==> src/rtl/pqc_pkg.sv <==
package pqc_pkg;
  typedef enum logic [1:0] {
    PQC_SINGLE = 2'd0,
    PQC_QUAD1X = 2'd1,
    PQC_QUAD2X = 2'd2,
    PQC_QUAD4X = 2'd3
  } pqc_mode_e;

  typedef enum logic [1:0] {
    PQC_Q_BOTH = 2'd0,
    PQC_Q_UP   = 2'd1,
    PQC_Q_DOWN = 2'd2,
    PQC_Q_ALT  = 2'd3
  } pqc_qual_e;
endpackage

==> src/rtl/pqc_edge_decode.sv <==
module pqc_edge_decode
  import pqc_pkg::*;
(
  input  logic       clk,
  input  logic       rst_n,
  input  logic       s0_i,
  input  logic       s1_i,
  input  logic [1:0] mode_i,
  input  logic       edge_neg_i,
  input  logic       dir_from_s1_i,
  input  logic       dir_down_i,
  output logic       up_ev_o,
  output logic       dn_ev_o
);
  logic s0_q, s1_q, primed_q;
  logic rise0, fall0, chg0, chg1, hit, down;

  always_ff @(posedge clk or negedge rst_n) begin
    if (!rst_n) begin
      s0_q     <= 1'b0;
      s1_q     <= 1'b0;
      primed_q <= 1'b0;
    end else begin
      s0_q     <= s0_i;
      s1_q     <= s1_i;
      primed_q <= 1'b1;
    end
  end

  assign rise0 = s0_i & ~s0_q;
  assign fall0 = ~s0_i & s0_q;
  assign chg0  = rise0 | fall0;
  assign chg1  = s1_i ^ s1_q;

  // Phase rule: S0 leading S1 is the up direction.
  always_comb begin
    hit  = 1'b0;
    down = 1'b0;
    unique case (pqc_mode_e'(mode_i))
      PQC_SINGLE: begin
        hit  = edge_neg_i ? fall0 : rise0;
        down = dir_from_s1_i ? (s1_i ^ edge_neg_i) : dir_down_i;
      end
      PQC_QUAD1X: begin
        hit  = rise0 & ~chg1;
        down = s1_i;
      end
      PQC_QUAD2X: begin
        hit  = chg0 & ~chg1;
        down = ~(s0_i ^ s1_i);
      end
      PQC_QUAD4X: begin
        hit  = chg0 ^ chg1;
        down = chg0 ? ~(s0_i ^ s1_i) : (s0_i ^ s1_i);
      end
      default: begin
        hit  = 1'b0;
        down = 1'b0;
      end
    endcase
  end

  assign up_ev_o = primed_q & hit & ~down;
  assign dn_ev_o = primed_q & hit & down;
endmodule

==> src/rtl/pqc_main_counter.sv <==
module pqc_main_counter
  import pqc_pkg::*;
#(
  parameter int unsigned   W       = 16,
  parameter logic [W-1:0]  TOP_RST = '1
) (
  input  logic         clk,
  input  logic         rst_n,
  input  logic         up_ev_i,
  input  logic         dn_ev_i,
  input  logic [1:0]   qual_i,
  input  logic         start_i,
  input  logic         stop_i,
  input  logic         clr_i,
  input  logic         load_now_i,
  input  logic         top_wr_i,
  input  logic [W-1:0] top_wdata_i,
  input  logic         topb_wr_i,
  input  logic [W-1:0] topb_wdata_i,
  output logic [W-1:0] count_o,
  output logic [W-1:0] top_o,
  output logic         topb_valid_o,
  output logic         running_o,
  output logic         ovf_o,
  output logic         unf_o
);
  localparam logic [W-1:0] ZERO = '0;

  logic [W-1:0] count_q, top_q, topb_q, count_d, top_d;
  logic         valid_q, run_q, ovf_q, unf_q;
  logic         do_inc, do_dec, wrap_up, wrap_dn, reload, quiet;

  assign do_inc  = run_q & up_ev_i & (pqc_qual_e'(qual_i) != PQC_Q_DOWN);
  assign do_dec  = run_q & dn_ev_i & (pqc_qual_e'(qual_i) != PQC_Q_UP);
  assign wrap_up = do_inc & (count_q == top_q);
  assign wrap_dn = do_dec & (count_q == ZERO);
  assign reload  = (wrap_up | wrap_dn) & valid_q;
  assign quiet   = ~clr_i & ~load_now_i;

  always_comb begin
    top_d = reload ? topb_q : top_q;
    if (top_wr_i) top_d = top_wdata_i;
  end

  always_comb begin
    count_d = count_q;
    if (clr_i)           count_d = ZERO;
    else if (load_now_i) count_d = top_q;
    else if (do_inc)     count_d = wrap_up ? ZERO : count_q + 1'b1;
    else if (do_dec)     count_d = wrap_dn ? top_d : count_q - 1'b1;
  end

  always_ff @(posedge clk or negedge rst_n) begin
    if (!rst_n) begin
      count_q <= ZERO;
      top_q   <= TOP_RST;
      topb_q  <= ZERO;
      valid_q <= 1'b0;
      run_q   <= 1'b0;
      ovf_q   <= 1'b0;
      unf_q   <= 1'b0;
    end else begin
      count_q <= count_d;
      top_q   <= top_d;
      ovf_q   <= wrap_up & quiet;
      unf_q   <= wrap_dn & quiet;
      if (stop_i)       run_q <= 1'b0;
      else if (start_i) run_q <= 1'b1;
      if (topb_wr_i) begin
        topb_q  <= topb_wdata_i;
        valid_q <= 1'b1;
      end else if (reload) begin
        valid_q <= 1'b0;
      end
    end
  end

  assign count_o      = count_q;
  assign top_o        = top_q;
  assign topb_valid_o = valid_q;
  assign running_o    = run_q;
  assign ovf_o        = ovf_q;
  assign unf_o        = unf_q;
endmodule

==> src/rtl/pqc_aux_counter.sv <==
module pqc_aux_counter
  import pqc_pkg::*;
#(
  parameter int unsigned W = 16
) (
  input  logic         clk,
  input  logic         rst_n,
  input  logic         up_ev_i,
  input  logic         dn_ev_i,
  input  logic [1:0]   qual_i,
  input  logic         start_i,
  input  logic         stop_i,
  input  logic         clr_i,
  output logic [W-1:0] count_o,
  output logic         running_o,
  output logic         ovf_o
);
  logic [W-1:0] count_q;
  logic         run_q, ovf_q, sel, do_inc;

  always_comb begin
    unique case (pqc_qual_e'(qual_i))
      PQC_Q_UP:   sel = up_ev_i;
      PQC_Q_DOWN: sel = dn_ev_i;
      default:    sel = up_ev_i | dn_ev_i;
    endcase
  end

  assign do_inc = run_q & sel;

  always_ff @(posedge clk or negedge rst_n) begin
    if (!rst_n) begin
      count_q <= '0;
      run_q   <= 1'b0;
      ovf_q   <= 1'b0;
    end else begin
      ovf_q <= do_inc & (&count_q) & ~clr_i;
      if (clr_i)       count_q <= '0;
      else if (do_inc) count_q <= count_q + 1'b1;
      if (stop_i)       run_q <= 1'b0;
      else if (start_i) run_q <= 1'b1;
    end
  end

  assign count_o   = count_q;
  assign running_o = run_q;
  assign ovf_o     = ovf_q;
endmodule

==> src/rtl/pulse_quad_counter.sv <==
module pulse_quad_counter
  import pqc_pkg::*;
#(
  parameter int unsigned  W       = 16,
  parameter logic [W-1:0] TOP_RST = '1
) (
  input  logic         clk,
  input  logic         rst_n,
  input  logic         s0_i,
  input  logic         s1_i,
  input  logic [1:0]   mode_i,
  input  logic         edge_neg_i,
  input  logic         dir_from_s1_i,
  input  logic         dir_down_i,
  input  logic [1:0]   main_qual_i,
  input  logic [1:0]   aux_qual_i,
  input  logic         start_main_i,
  input  logic         stop_main_i,
  input  logic         start_aux_i,
  input  logic         stop_aux_i,
  input  logic         clr_main_i,
  input  logic         clr_aux_i,
  input  logic         load_now_i,
  input  logic         top_wr_i,
  input  logic [W-1:0] top_wdata_i,
  input  logic         topb_wr_i,
  input  logic [W-1:0] topb_wdata_i,
  output logic [W-1:0] count_o,
  output logic [W-1:0] aux_count_o,
  output logic [W-1:0] top_o,
  output logic         topb_valid_o,
  output logic         main_running_o,
  output logic         aux_running_o,
  output logic         dir_down_o,
  output logic         ovf_o,
  output logic         unf_o,
  output logic         aux_ovf_o,
  output logic         dir_chg_o
);
  logic up_ev, dn_ev, dir_q, chg_q;

  pqc_edge_decode u_dec (
    .clk(clk), .rst_n(rst_n), .s0_i(s0_i), .s1_i(s1_i), .mode_i(mode_i),
    .edge_neg_i(edge_neg_i), .dir_from_s1_i(dir_from_s1_i),
    .dir_down_i(dir_down_i), .up_ev_o(up_ev), .dn_ev_o(dn_ev)
  );

  pqc_main_counter #(.W(W), .TOP_RST(TOP_RST)) u_main (
    .clk(clk), .rst_n(rst_n), .up_ev_i(up_ev), .dn_ev_i(dn_ev),
    .qual_i(main_qual_i), .start_i(start_main_i), .stop_i(stop_main_i),
    .clr_i(clr_main_i), .load_now_i(load_now_i), .top_wr_i(top_wr_i),
    .top_wdata_i(top_wdata_i), .topb_wr_i(topb_wr_i),
    .topb_wdata_i(topb_wdata_i), .count_o(count_o), .top_o(top_o),
    .topb_valid_o(topb_valid_o), .running_o(main_running_o),
    .ovf_o(ovf_o), .unf_o(unf_o)
  );

  pqc_aux_counter #(.W(W)) u_aux (
    .clk(clk), .rst_n(rst_n), .up_ev_i(up_ev), .dn_ev_i(dn_ev),
    .qual_i(aux_qual_i), .start_i(start_aux_i), .stop_i(stop_aux_i),
    .clr_i(clr_aux_i), .count_o(aux_count_o), .running_o(aux_running_o),
    .ovf_o(aux_ovf_o)
  );

  // Direction tracks every decoded event, independent of qualifiers.
  always_ff @(posedge clk or negedge rst_n) begin
    if (!rst_n) begin
      dir_q <= 1'b0;
      chg_q <= 1'b0;
    end else begin
      chg_q <= (up_ev | dn_ev) & (dn_ev != dir_q);
      if (up_ev | dn_ev) dir_q <= dn_ev;
    end
  end

  assign dir_down_o = dir_q;
  assign dir_chg_o  = chg_q;
endmodule

==> config.mk <==
export PLATFORM = sky130hd
export DESIGN_NAME = pulse_quad_counter
export DESIGN_NICKNAME = d
export VERILOG_FILES = /design/src/rtl/pqc_pkg.sv /design/src/rtl/pqc_edge_decode.sv /design/src/rtl/pqc_main_counter.sv /design/src/rtl/pqc_aux_counter.sv /design/src/rtl/pulse_quad_counter.sv
export SDC_FILE = /design/constraint.sdc
export NUM_CORES = 1
export LEC_CHECK = 0
export BUFFER_PORTS_ARGS = -buffer_cell sky130_fd_sc_hd__buf_2
export CELL_PAD_IN_SITES_DETAIL_PLACEMENT = 1
export CELL_PAD_IN_SITES_GLOBAL_PLACEMENT = 1
export CORE_MARGIN = 4
export CORE_UTILIZATION = 30
export CTS_CLUSTER_DIAMETER = 30
export CTS_CLUSTER_SIZE = 40
export DETAILED_ROUTE_END_ITERATION = 8
export PLACE_DENSITY = 0.73
export SLEW_MARGIN = 20
export SYNTH_ARGS = -nofsm -noshare
export SYNTH_HDL_FRONTEND = slang
export SYNTH_SLANG_ARGS = --single-unit
==> constraint.sdc <==
create_clock -name clk -period 8.73 [get_ports clk]
set_input_delay 1.3095 -clock clk [delete_from_list [all_inputs] [get_ports clk]]
set_output_delay 1.3095 -clock clk [all_outputs]
set_load 0.02 [all_outputs]
# Word level (Yosys, flattened, before mapping)
# Cells that the tools add are included.
# W data, S select, Z words.
[totals]
in_bits = 54
out_inout_bits = 56
wordCells = 93
register_bits = 75
[classes]
bitwise = 36
eq_ne = 9
addsub = 3
reduce_logical = 8
n_mux = 22
[ops]
columns = ["op", "count"]
rows = [
  ["$mux W16", 10],
  ["$add A16 B1 Y16 const B", 2],
  ["$and A1 B1 Y1", 21],
  ["$eq A16 B16 Y1", 1],
  ["$logic_not A16 Y1", 1],
  ["$reduce_and A16 Y1", 1],
  ["$sub A16 B1 Y16 const B", 1],
  ["$mux W1", 9],
  ["$not A1 Y1", 8],
  ["$pmux W1 S4", 2],
  ["$reduce_bool A2 Y1", 4],
  ["$eq A2 B2 Y1 const B", 3],
  ["$eq A2 B1 Y1 const B", 2],
  ["$reduce_bool A4 Y1", 1],
  ["$xor A1 B1 Y1", 4],
  ["$or A1 B1 Y1", 3],
  ["$logic_not A2 Y1", 1],
  ["$ne A2 B1 Y1 const B", 1],
  ["$ne A2 B2 Y1 const B", 1],
  ["$pmux W1 S2", 1],
  ["$ne A1 B1 Y1", 1],
]

# Logic depth before layout (Yosys ltp)
# Gate-level depths: netlist (run 1).
[depth]
depth_word = 19
depth_mapped = 13
mapped_depth_nobuf = 10

# Hierarchy
# Synthesis (run 1) repeated with hierarchy kept, for this count alone.
[unflattened]
cells_unflattened = 548
area_unflattened_um2 = 5047.3
[modules_own_cells]
columns = ["module", "cells_per_inst", "instances", "seq_area_each_um2", "area_each_um2"]
rows = [
  ["pqc_main_counter", 407, 1, 1321.3, 3646.0],
  ["pqc_aux_counter", 103, 1, 450.4, 1012.2],
  ["pqc_edge_decode", 31, 1, 75.1, 310.3],
  ["pulse_quad_counter", 7, 1, 50.0, 78.8],
]

# Least setup slack after synthesis (run 1)
# OpenSTA, ideal clock, no wires.
[synth_path]
path_type = "input to register"
start = "input port mode_i[0]"
end = "register u_main.count_q[14], in the netlist u_main.count_o[14]"
arrival_time_ps = 3734
n_path_buf = 2
setup_ps = 126
t_required_ps = 8604
setup_slack_ps = 4870
path_stages = 12
path_cell_list = "inv_1 ha_1 a21o_1 a221oi_1 a21oi_1 clkbuf_1 nor4_2 o21ai_4 buf_6 mux2i_1 a211oi_1 a221o_1"
[synth_via]
elab_chain_cells = 16
elab_cells_between_ends = 27
cone_classes = "eq/ne (3); mux (10); bitwise (12); reduce/logical (2)"
[synth_rtl]
columns = ["element", "line", "source"]
rows = [
  ["start, declared", "pulse_quad_counter.sv:11", "input logic [1:0] mode_i,"],
  ["$eq A2 B2 Y1, or another cell as far along", "pqc_edge_decode.sv:39", "unique case (pqc_mode_e'(mode_i))"],
  ["$pmux W1 S4", "pqc_edge_decode.sv:39", ""],
  ["$and A1 B1 Y1 / $not A1 Y1 (equally long branches)", "pqc_edge_decode.sv:63, pqc_edge_decode.sv:64", ""],
  ["$and A1 B1 Y1, on equally long branches", "pqc_edge_decode.sv:63, pqc_edge_decode.sv:64", ""],
  ["$and A1 B1 Y1, on equally long branches (2 in series)", "pqc_main_counter.sv:33, pqc_main_counter.sv:34", ""],
  ["$and A1 B1 Y1, on equally long branches", "pqc_main_counter.sv:35, pqc_main_counter.sv:36", ""],
  ["$or A1 B1 Y1", "pqc_main_counter.sv:37", "assign reload = (wrap_up | wrap_dn) & valid_q;"],
  ["$and A1 B1 Y1", "pqc_main_counter.sv:37", ""],
  ["$mux W16", "pqc_main_counter.sv:41", "top_d = reload ? topb_q : top_q;"],
  ["$mux W16", "pqc_main_counter.sv:42", "if (top_wr_i) top_d = top_wdata_i;"],
  ["$mux W16 (2 in series)", "pqc_main_counter.sv:50", "else if (do_dec) count_d = wrap_dn ? top_d : count_q - 1'b1;"],
  ["$mux W16", "pqc_main_counter.sv:49", "else if (do_inc) count_d = wrap_up ? ZERO : count_q + 1'b1;"],
  ["$mux W16", "pqc_main_counter.sv:48", "else if (load_now_i) count_d = top_q;"],
  ["$mux W16", "pqc_main_counter.sv:47", "if (clr_i) count_d = ZERO;"],
  ["end signal, assigned", "pqc_main_counter.sv:63", "count_q <= count_d;"],
  ["end, declared", "pqc_main_counter.sv:29", "logic [W-1:0] count_q, top_q, topb_q, count_d, top_d;"],
]
# Several ways; a longest one is shown, not always the timed one. The select of a mux whose other input is x is not followed.
# A chain may end at the register's enable or synchronous reset.

# Worst setup path in the final report (run 1)
[layout_path]
start = "input port s0_i"
end = "register u_main.count_q[8], in the netlist u_main.count_o[8]"
[layout_via]
elab_chain_cells = 19
elab_cells_between_ends = 34
cone_classes = "mux (12); bitwise (21); reduce/logical (1)"
[layout_rtl]
columns = ["element", "line", "source"]
rows = [
  ["start, declared", "pulse_quad_counter.sv:9", "input logic s0_i,"],
  ["$not A1 Y1", "pqc_edge_decode.sv:31", "assign fall0 = ~s0_i & s0_q;"],
  ["$and A1 B1 Y1", "pqc_edge_decode.sv:31", ""],
  ["$or A1 B1 Y1", "pqc_edge_decode.sv:32", "assign chg0 = rise0 | fall0;"],
  ["$xor A1 B1 Y1, or another cell as far along", "pqc_edge_decode.sv:53", "hit = chg0 ^ chg1;"],
  ["$pmux W1 S4", "pqc_edge_decode.sv:39", ""],
  ["$and A1 B1 Y1 / $not A1 Y1 (equally long branches)", "pqc_edge_decode.sv:63, pqc_edge_decode.sv:64", ""],
  ["$and A1 B1 Y1, on equally long branches", "pqc_edge_decode.sv:63, pqc_edge_decode.sv:64", ""],
  ["$and A1 B1 Y1, on equally long branches (2 in series)", "pqc_main_counter.sv:33, pqc_main_counter.sv:34", ""],
  ["$and A1 B1 Y1, on equally long branches", "pqc_main_counter.sv:35, pqc_main_counter.sv:36", ""],
  ["$or A1 B1 Y1", "pqc_main_counter.sv:37", ""],
  ["$and A1 B1 Y1", "pqc_main_counter.sv:37", ""],
  ["$mux W16", "pqc_main_counter.sv:41", ""],
  ["$mux W16", "pqc_main_counter.sv:42", ""],
  ["$mux W16 (2 in series)", "pqc_main_counter.sv:50", ""],
  ["$mux W16", "pqc_main_counter.sv:49", ""],
  ["$mux W16", "pqc_main_counter.sv:48", ""],
  ["$mux W16", "pqc_main_counter.sv:47", ""],
]
# Several ways; a longest one is shown, not always the timed one. The select of a mux whose other input is x is not followed.

==> summary.md, run 1 <==
| Metric | Value |
|---|---|
| Area of the mapped netlist | `4810 um2` |
| Drt total wl | `16.2 mm` |
| Final clock skew | `0.00920 ns` |
| N_diodes | `0` |
| Critical path arrival | `4.94 ns` |
| TritonCTS buffer count | `9` |
| RSZ-0062 raised after global routing | `no` |
| Tot GR Track Use | `17.9%` |
| Reg clk slew, reported paths | `0.07 ns` |
| Port bufs | `109` |
| First-pass GRT wire length | `25.8 mm` |
| Std cell rows | `46` |
| Worst Setup EP | `u_main.count_o[8]` |
| Synth Register Bits | `75` |
| CP startpoint | `s0_i` |
| Fin crit share | `53.8%` |
| Drt drc | `0` |
| Clock sink count | `75` |
| Slowest stage delay, CP | `0.88 ns` |
| Most common cell after layout, fill and taps aside | `buf_2` |
| Distinct cells, synth | `70` |
| Crit-path cells | `buf_2, inv_1, ha_1, xnor3_1, nand2_1, a21oi_1, nand4_1, and3_1, o31a_1, a222oi_1, a21bo_1` |
| Cell Area, Placed | `5500 um2` |
| Core Box Area | `15800 um2` |
| Die area | `18100 um2` |
| Critical R2R Launch | `u_main.count_o[0]` |
| Final instance area | `5840 um2` |
| DRT iter0 DRCs | `258` |
| Root buffer cell | `clkbuf_16` |
| Routed WL per cell | `19.5 um` |
| Post-route minimum period | `4.70 ns` |
| Grt total ovfl | `0` |
| Vias/cell | `5.42` |
| Bufs on Longest Clock Path | `2` |
| Die Wd | `135 um` |
| CP Class | `in2reg` |
| Post-CTS setup buffers | `0` |
| Setup tns final | `0 ns` |
| Fmax | `213 MHz` |
| Die Y | `135 um` |
| I/O pin count | `110` |
| Pwr per Cell Area | `173 nW/um2` |
| GPL Wtd Cong | `0.950` |
| Worst vdd ir | `0.000105 V` |
| Commonest cells after routing, fill and taps aside | `108 x buf_2, 59 x dfrtp_1, 54 x nor2_1` |
| Family with the most delay on the worst path | `simple AND/OR/NAND/NOR gates` |
| Pin count of the biggest net entering global routing | `76` |
| Hold crit path type | `reg2reg` |
| Post-synthesis async set-or-reset flop share | `100%` |
| Slowest cell on the critical path | `nand4_1` |
| CP Max Fanout | `15` |
| Req. time, crit path | `8.97 ns` |
| Post-CTS Hold Fix Bufs | `0` |
| Total power | `1.01 mW` |
| Post-cts sizing count | `0` |
| Syn_area_per_cell | `9.27 um2` |
| Max-slew violations | `0` |
| CTS tree | `done` |
| Setup violations, final | `0` |
| R2r endpoint | `u_main.count_o[8]` |
| Remaining antenna violation count | `0` |
| Share of cells above drive strength 1 | `29.7%` |
| Top_reg_cell synth | `dfrtp_1` |
| Htree depth | `3` |
| Layout overhead on the synthesized area | `21.3%` |
| Static leakage | `2.70 nW` |
| Worst r2r path cells | `10` |
| Setup slack, reg-to-reg | `4.54 ns` |
| Outcome | `finished clean` |
| Vias in the first global route | `4680` |
| Syn nets | `584` |
| Initial core utilization | `30.5%` |
| Worst setup EP type | `register` |
| Initial antenna violation count | `0` |
| Synthesis warning total | `0` |
| CP Buf/Inv Count | `2` |
| Post-synthesis sequential area ratio | `39.4%` |
| Fin. Hold Viols | `0` |
| Max-cap violation count | `0` |
| Routed vias | `4484` |
| DR pass1 iterations | `5` |
| Max_slew headroom | `31.7%` |
| Crit. path cell count | `11` |
| EDFF count, synth | `0` |
| Later-pin clock latency in the skew report | `0.35 ns` |
| Worst Setup Start Kind | `primary input` |
| Cells after Synth | `519` |
| Dpl hpwl | `12.0 mm` |
| Worst-Margin Slew | `1.02 ns` |
| Fin nets | `672` |
sequential cells by signal, summed over array words and instances, names as in the netlist:
signal               cells
u_main.running_o         1
u_main.ovf_o             1
u_dec.primed_q           1
u_main.top_o            16
u_main.count_o          16
u_aux.running_o          1
u_dec.s1_q               1
u_aux.ovf_o              1
u_dec.s0_q               1
u_aux.count_o           16
u_main.topb_q           16
u_main.topb_valid_o      1
u_main.unf_o             1
dir_chg_o                1
dir_down_o               1
synth_stat cells, drive strengths merged (3+ instances only):
cell,count,share of area (%)
nand2,45,3.5
o221ai,3,0.55
or2,3,0.39
clkbuf,27,2.1
o21ai,24,2.7
nor3,15,1.6
a221oi,4,0.73
o211ai,6,0.94
inv,21,1.6
mux2i,17,3.5
o31a,4,0.73
nor2,55,4.3
dfrtp,59,31
a21o,4,0.62
ha,11,2.9
and3,3,0.39
a211oi,5,0.78
nand4,12,1.6
and4,5,0.91
a21oi,15,1.6
dfstp,16,8.7
a22oi,9,1.4
xnor2,8,1.5
a2bb2oi,3,0.55
o221a,3,0.70
mux2,23,5.4
or4,3,0.55
or3,6,0.78
a221o,3,0.62
buf,8,0.96
o22ai,3,0.39
nand3,13,1.4
xor2,35,6.4
nor4,8,1.2
cell families (layout without fill, tap and decap cells):
kind of cell	count (synthesis)	in the layout	share of synthesized area (%)
simple gates	179	179	18.2
compound gates	113	113	17.5
flops	75	75	39.4
buf+inv	56	149	4.71
xor+xnor	44	44	8.30
mux	40	40	8.92
fa+ha+maj	11	11	2.86
other cells	1	1	0.0779
metrics by stage:
step	setup WS (ns)	util, %	hold slack, ns	std cells
after floorplan	4.87	-	0.477	519
after global placement	3.94	34.9	0.490	811
after detailed placement	3.73	34.9	0.500	811
after CTS	4.11	36.8	0.515	827
after global routing	3.75	37.0	0.529	828
final	4.03	37.0	0.512	828
final cells by class:
class                   instances  area (um2)
inverters                      21        78.8
fillers                      1912        9930
well taps                     216         270
flip-flops and latches         75        1900
multi-input cells             388        2690
clock buffers                   9         225
clock inverters                 7        82.6
repair buffers                112         591
layer usage:
layer  global-route usage [%]  part of all wire [%]
met1                     24.2                    44
met2                     28.5                    48
met3                     4.06                   5.8
met4                     6.05                   2.2
met5                        0                     0
worst reg2reg max path: cells and delay by family (launching register included):
| kind | cells | cell delay [ns] |
|---|---|---|
| and+or+nand+nor | 5 | 2.35 |
| AOI/OAI and AO/OA | 3 | 0.78 |
| DFF | 1 | 0.50 |
| buffers and inverters | 1 | 0.19 |
| adders and majority gates | 1 | 0.27 |
power breakdown:
part	internal, mW	switching (mW)
logic	0.0816	0.117
clock network	0.227	0.171
registers	0.376	0.0384
total	0.685	0.327
worst min-delay path by stage:
stage | start | slack, ns | to | depth (start not counted)
6_report | u_main.topb_q[10] | 0.51 | u_main.topb_q[10] | 1
3_3_place_gp | u_main.topb_q[8] | 0.49 | u_main.topb_q[8] | 1
3_5_place_dp | u_main.topb_q[2] | 0.50 | u_main.topb_q[2] | 1
4_1_cts | u_main.topb_q[2] | 0.52 | u_main.topb_q[2] | 1
2_1_floorplan | u_main.topb_q[1] | 0.48 | u_main.topb_q[1] | 1
5_1_grt | u_main.topb_q[10] | 0.53 | u_main.topb_q[10] | 1
Power figures use the tool's default switching activity.
==> run 2, diff against run 1 <==
--- a/config.mk
+++ b/config.mk
@@ -5,6 +5,7 @@
 export SDC_FILE = /design/constraint.sdc
 export NUM_CORES = 1
 export LEC_CHECK = 0
+export ABC_AREA = 1
 export BUFFER_PORTS_ARGS = -buffer_cell sky130_fd_sc_hd__buf_2
 export CELL_PAD_IN_SITES_DETAIL_PLACEMENT = 1
 export CELL_PAD_IN_SITES_GLOBAL_PLACEMENT = 1
@@ -13,7 +14,7 @@
 export CTS_CLUSTER_DIAMETER = 30
 export CTS_CLUSTER_SIZE = 40
 export DETAILED_ROUTE_END_ITERATION = 8
-export PLACE_DENSITY = 0.73
+export PLACE_DENSITY = 0.78
 export SLEW_MARGIN = 20
 export SYNTH_ARGS = -nofsm -noshare
 export SYNTH_HDL_FRONTEND = slang
==> constraint.sdc (replaced) <==
create_clock -name clk -period 3.8 [get_ports clk]
set_input_delay 0.57 -clock clk [delete_from_list [all_inputs] [get_ports clk]]
set_output_delay 0.57 -clock clk [all_outputs]
set_load 0.02 [all_outputs]
==> summary.md, run 2 <==
| Metric | Value |
|---|---|
| CTS tree | `done` |
| Reg power frac | `39.1%` |
| CP Class | `reg2reg` |
| Post-cts sizing count | `0` |
| TritonCTS buffer count | `9` |
| Synth top area cells | `dfrtp_1 29%, nand2_1 16%, dfstp_2 8.1%, nand3_1 7.3%, nor2_1 4.6%` |
| Post-CTS Hold Fix Bufs | `0` |
| Fin nets | `890` |
| NetSw | `0.813 mW` |
| Top-area cell type share of the netlist area | `28.6%` |
| Routed WL per cell | `15.9 um` |
| Pin count of the biggest net entering global routing | `76` |
| Post-CTS setup buffers | `0` |
| Syn_area_per_cell | `7.04 um2` |
| N_diodes | `0` |
| Fmax | `325 MHz` |
| Drt total wl | `16.7 mm` |
| DR pass1 iterations | `4` |
| Remaining antenna violation count | `0` |
| Setup violations, final | `0` |
| Max-slew violations | `0` |
| Fin crit share | `81.0%` |
| Initial antenna violation count | `0` |
| Bufs on Longest Clock Path | `2` |
| Layout overhead on the synthesized area | `19.9%` |
| Req. time, crit path | `4.03 ns` |
| Switching share of total power | `32.6%` |
| Yosys top cell by area | `dfrtp_1` |
| Fin. Hold Viols | `0` |
| Top_reg_cell synth | `dfrtp_1` |
| Drt drc | `0` |
| Worst Setup Start Kind | `register` |
| Most common cell in the netlist | `nand2_1` |
| First-pass GRT wire length | `27.6 mm` |
| Most common cell after layout, fill and taps aside | `nand2_1` |
| Htree depth | `3` |
| Area of the mapped netlist | `5160 um2` |
| Distinct cells, synth | `43` |
| Die area | `19400 um2` |
| Post-synthesis sequential area ratio | `36.7%` |
| Vias in the first global route | `5176` |
| Max_slew headroom | `34.9%` |
| Clk pwr share | `38.0%` |
| Worst vdd ir | `0.000209 V` |
| Clock sink count | `75` |
| Worst-Margin Slew | `0.976 ns` |
| Die Y | `139 um` |
| Post-route minimum period | `3.08 ns` |
| Int Power | `1.68 mW` |
| Outcome | `finished clean` |
| Setup tns final | `0 ns` |
| Tot GR Track Use | `17.3%` |
| Minimum hold slack | `0.190 ns` |
| Initial core utilization | `30.9%` |
| Hold crit path type | `in2async` |
| Worst setup EP type | `register` |
| Final clock skew | `0.0121 ns` |
| Static leakage | `3.07 nW` |
| Port bufs | `109` |
| Root buffer cell | `clkbuf_16` |
| Grt total ovfl | `0` |
| Post-synthesis async set-or-reset flop share | `100%` |
| RSZ-0062 raised after global routing | `no` |
| Syn nets | `799` |
| Later-pin clock latency in the skew report | `0.34 ns` |
| Critical path arrival | `3.31 ns` |
| Share of cells above drive strength 1 | `23.7%` |
| Die Wd | `139 um` |
| EDFF count, synth | `0` |
| Synth Register Bits | `75` |
| Commonest cells after routing, fill and taps aside | `227 x nand2_1, 108 x buf_2, 75 x nand3_1` |
| GPL Wtd Cong | `0.854` |
| Synthesis warning total | `0` |
| I/O pin count | `110` |
| Routed vias | `5053` |
| Commonest cells post-synth | `227 x nand2_1, 75 x nand3_1, 63 x nor2_1` |
| Cells after Synth | `734` |
| DRT iter0 DRCs | `274` |
| Logic pwr share | `22.8%` |
| CP Max Fanout | `17` |
| Core Box Area | `16700 um2` |
| Dpl hpwl | `12.6 mm` |
| Std cell rows | `47` |
| Max-cap violation count | `0` |
| Setup slack, reg-to-reg | `0.72 ns` |
| Vias/cell | `4.81` |
| Pwr per Cell Area | `402 nW/um2` |
| Reg clk slew, reported paths | `0.06 ns` |
## run 2: cell types whose count changed after synthesis, sizes merged, moves of 12 or more
cell / before / now
nor2: 55 / 76
nand2: 45 / 232
mux2i: 17 / 0
clkbuf: 27 / 15
or2: 3 / 17
inv: 21 / 58
nand3: 13 / 76
mux2: 23 / 0
and2: 2 / 14
## run 2: critical path, stage by stage (launching register included)
cell	delay (ns)
dfrtp_1	0.43
inv_1	0.15
ha_1	0.22
nand2_1	0.15
nor2_2	0.18
nand4_1	0.16
nor2_1	0.18
nand4_1	0.31
nand2_1	0.18
nand2_2	0.23
nand2_1	0.14
nand3_1	0.10
nand3_1	0.21
nand2_1	0.09
nand2_1	0.06
nand2_1	0.05
nand2_1	0.08
nand2_1	0.04
## run 2: layout make-up
| class | instances | area [um2] |
|---|---|---|
| fill | 2172 | 10500 |
| multi-input combinational | 566 | 2870 |
| inverter | 60 | 228 |
| sequential | 75 | 1900 |
| timing repair buffer | 113 | 591 |
| clock inverter | 6 | 88.8 |
| clock buffer | 10 | 239 |
| tap | 220 | 275 |
## run 2: worst paths after layout
path,from,to,cells after the start
max,u_main.count_o[0],u_main.count_o[6],17
min,rst_n,u_aux.count_o[6],1
max reg2reg,u_main.count_o[0],u_main.count_o[6],17
min reg2reg,u_main.topb_q[10],u_main.topb_q[10],2
max in group asynchronous,rst_n,u_main.top_o[11],2
min in group clk,stop_aux_i,u_aux.running_o,2
## run 2: logic make-up after synthesis
logic type / share of synthesized area [%]
compound gates: 7.03
flops: 36.7
xor+xnor: 6.78
other cells: 0.0726
fa+ha+maj: 2.66
buf+inv: 7.63
simple gates: 39.1
## run 2: power by group through the flow
stage	registers [mW]	clock network [mW]	logic [mW]
finish	0.974	0.947	0.569
floorplan	0.984	0	0.372
detailed placement	0.987	0	0.567
global placement	0.987	0	0.558
global route	0.986	1.01	0.636
CTS	0.973	0.966	0.572
## run 2: metal layers
layer | wire, um | part of all wire, % | vias to the layer above | track usage [%]
met5 | 0 | 0 | - | 0
met4 | 252 | 1.5 | 0 | 4.58
met3 | 617 | 3.7 | 23 | 2.33
met2 | 7740 | 46 | 105 | 28.0
met1 | 8090 | 48 | 2408 | 24.3
li1 | - | - | 2517 | -
## run 2: stage by stage
stage          power, mW  worst slack, ns  instances  utilization [%]  instance area, um2
6_report            2.49            0.723       1050             37.1                6190
5_1_grt             2.63            0.431       1050             37.1                6190
4_1_cts             2.51            0.717       1049             37.0                6170
3_5_place_dp        1.55            0.570       1033             35.0                5840
3_3_place_gp        1.54            0.640       1033             35.0                5840
2_1_floorplan       1.36             1.32        734                -                5160
==> run 3, diff against run 2 <==
--- a/config.mk
+++ b/config.mk
@@ -14,7 +14,7 @@
 export CTS_CLUSTER_DIAMETER = 30
 export CTS_CLUSTER_SIZE = 40
 export DETAILED_ROUTE_END_ITERATION = 8
-export PLACE_DENSITY = 0.78
+export PLACE_DENSITY = 0.75
 export SLEW_MARGIN = 20
 export SYNTH_ARGS = -nofsm -noshare
 export SYNTH_HDL_FRONTEND = slang
==> constraint.sdc (replaced) <==
create_clock -name clk -period 2.9 [get_ports clk]
set_input_delay 0.435 -clock clk [delete_from_list [all_inputs] [get_ports clk]]
set_output_delay 0.435 -clock clk [all_outputs]
set_load 0.02 [all_outputs]
==> summary.md, run 3 (synthesized netlist as in run 2, its figures left out) <==
| Metric | Value |
|---|---|
| Outcome | `finished clean` |
| Reg power frac | `37.7%` |
| Reg clk slew, reported paths | `0.06 ns` |
| Max-slew violations | `0` |
| RSZ-0062 raised after global routing | `no` |
| Most common cell after layout, fill and taps aside | `nand2_1` |
| CP startpoint | `u_main.count_o[15]` |
| Max_slew headroom | `41.9%` |
| Fmax | `380 MHz` |
| Logic pwr share | `24.5%` |
| Die Y | `139 um` |
| Commonest cells after routing, fill and taps aside | `227 x nand2_1, 108 x buf_2, 75 x nand3_1` |
| Req. time, crit path | `3.15 ns` |
| GPL Wtd Cong | `0.909` |
| Htree depth | `3` |
| Clk pwr share | `37.8%` |
| N_diodes | `0` |
| First-pass GRT wire length | `28.8 mm` |
| Worst vdd ir | `0.000290 V` |
| Fin crit share | `90.8%` |
| Hold crit path type | `in2async` |
| TritonCTS buffer count | `9` |
| Die area | `19400 um2` |
| Pin count of the biggest net entering global routing | `76` |
| Setup tns final | `0 ns` |
| Final clock skew | `0.00716 ns` |
| Drt drc | `0` |
| Layout overhead on the synthesized area | `23.3%` |
| Tot GR Track Use | `18.3%` |
| Critical R2R Launch | `u_main.count_o[15]` |
| Bufs on Longest Clock Path | `2` |
| Core Box Area | `16700 um2` |
| CP Max Fanout | `17` |
| CP Class | `reg2reg` |
| Clock sink count | `75` |
| Switching share of total power | `32.6%` |
| Remaining antenna violation count | `0` |
| Post-Route Utilization | `38.1%` |
| DR pass1 iterations | `7` |
| Fin. Hold Viols | `0` |
| Root buffer cell | `clkbuf_16` |
| Die Wd | `139 um` |
| Vias in the first global route | `5337` |
| Grt total ovfl | `0` |
| Fin nets | `909` |
| Worst setup EP type | `register` |
| Static leakage | `3.16 nW` |
| Worst-Margin Slew | `0.871 ns` |
| Vias/cell | `4.77` |
| Initial core utilization | `30.9%` |
| Later-pin clock latency in the skew report | `0.35 ns` |
| Post-CTS Hold Fix Bufs | `0` |
| Pwr per Cell Area | `520 nW/um2` |
| Layout fillers | `2156` |
| Worst r2r path cells | `17` |
| Post-route minimum period | `2.63 ns` |
| Max-cap violation count | `0` |
| NetSw | `1.08 mW` |
| Share of cells above drive strength 1 | `25.9%` |
| Routed WL per cell | `16.3 um` |
| Dpl hpwl | `13.1 mm` |
| Setup violations, final | `0` |
| Routed vias | `5104` |
| Drt total wl | `17.4 mm` |
| CTS tree | `done` |
| DRT iter0 DRCs | `184` |
| Setup slack, reg-to-reg | `0.27 ns` |
| I/O pin count | `110` |
| Std cell rows | `47` |
| Critical path arrival | `2.88 ns` |
| R2r endpoint | `u_main.count_o[6]` |
| Worst Setup EP | `u_main.count_o[6]` |
| Int Power | `2.23 mW` |
| Worst Setup Start Kind | `register` |
| Port bufs | `109` |
| Initial antenna violation count | `0` |
[run 3: cell types whose count changed in the layout (fill, tap and decap cells not counted), sizes merged]
cell,before,now
clkinvlp,2,3
clkinv,4,3
buf,113,132
[run 3: area by class of cell]
type | count | area (um2) | area share [%]
multi-input combinational | 566 | 2890 | 45.4
sequential | 75 | 1900 | 29.8
timing repair buffer | 132 | 746 | 11.7
tap | 220 | 275 | 4.32
clock buffer | 10 | 239 | 3.75
inverter | 60 | 231 | 3.64
clock inverter | 6 | 88.8 | 1.40
[run 3: how the worst min path moves through the flow]
stage	from	end	slack, ns	cells past startpoint
finish	rst_n	u_aux.count_o[7]	0.06	1
global route	rst_n	u_aux.count_o[7]	0.08	1
CTS	stop_aux_i	u_aux.running_o	0.23	2
floorplan	rst_n	dir_chg_o	0.14	0
detailed placement	u_main.topb_q[1]	u_main.topb_q[1]	0.46	2
global placement	u_main.topb_q[14]	u_main.topb_q[14]	0.46	2
[run 3: critical path, cell delays in order (launching register included)]
cell and delay [ns]:
dfrtp_1 0.45, inv_1 0.14, nand2_1 0.10, nand4_1 0.09
nor2_1 0.23, nand2_1 0.10, nor2_2 0.18, nand3_2 0.19
nand2_1 0.18, nand2_4 0.15, nand2_1 0.11, nand3_1 0.14
nand3_1 0.15, nand2_1 0.08, nand2_1 0.06, nand2_1 0.05
nand2_1 0.06, nand2_1 0.04
[run 3: layer usage]
layer  global-route usage, %  vias to the layer above  wire length, um  part of all wire [%]
li1                        -                     2554                -                     -
met5                       0                        -                0                     0
met2                    29.2                      107             8060                    46
met1                    25.5                     2422             8250                    47
met4                    5.87                        0              327                   1.9
met3                    3.12                       21              779                   4.5
[run 3: through the flow]
stage	setup slack, ns	total power [mW]	cells	hold slack [ns]	cell area (um2)
after floorplan	0.560	1.78	734	0.139	5160
after global placement	0.104	2.06	1051	0.458	5990
after detailed placement	-0.00206	2.07	1051	0.463	5990
after CTS	0.114	3.35	1067	0.226	6320
after global routing	0.0112	3.50	1069	0.0845	6370
final	0.265	3.31	1069	0.0553	6370
[run 3: power groups by stage]
stage | logic, mW | registers (mW) | clock network, mW
6_report | 0.811 | 1.25 | 1.25
5_1_grt | 0.911 | 1.26 | 1.33
4_1_cts | 0.814 | 1.24 | 1.29
3_5_place_dp | 0.807 | 1.26 | 0
3_3_place_gp | 0.796 | 1.26 | 0
2_1_floorplan | 0.488 | 1.29 | 0
[run 3: timing repair]
| action | 4_1_cts | 5_1_grt |
|---|---|---|
| setup buffers | 0 | 1 |
| setup endpoints to repair | 0 | 16 |
| resized for setup | 0 | 6 |
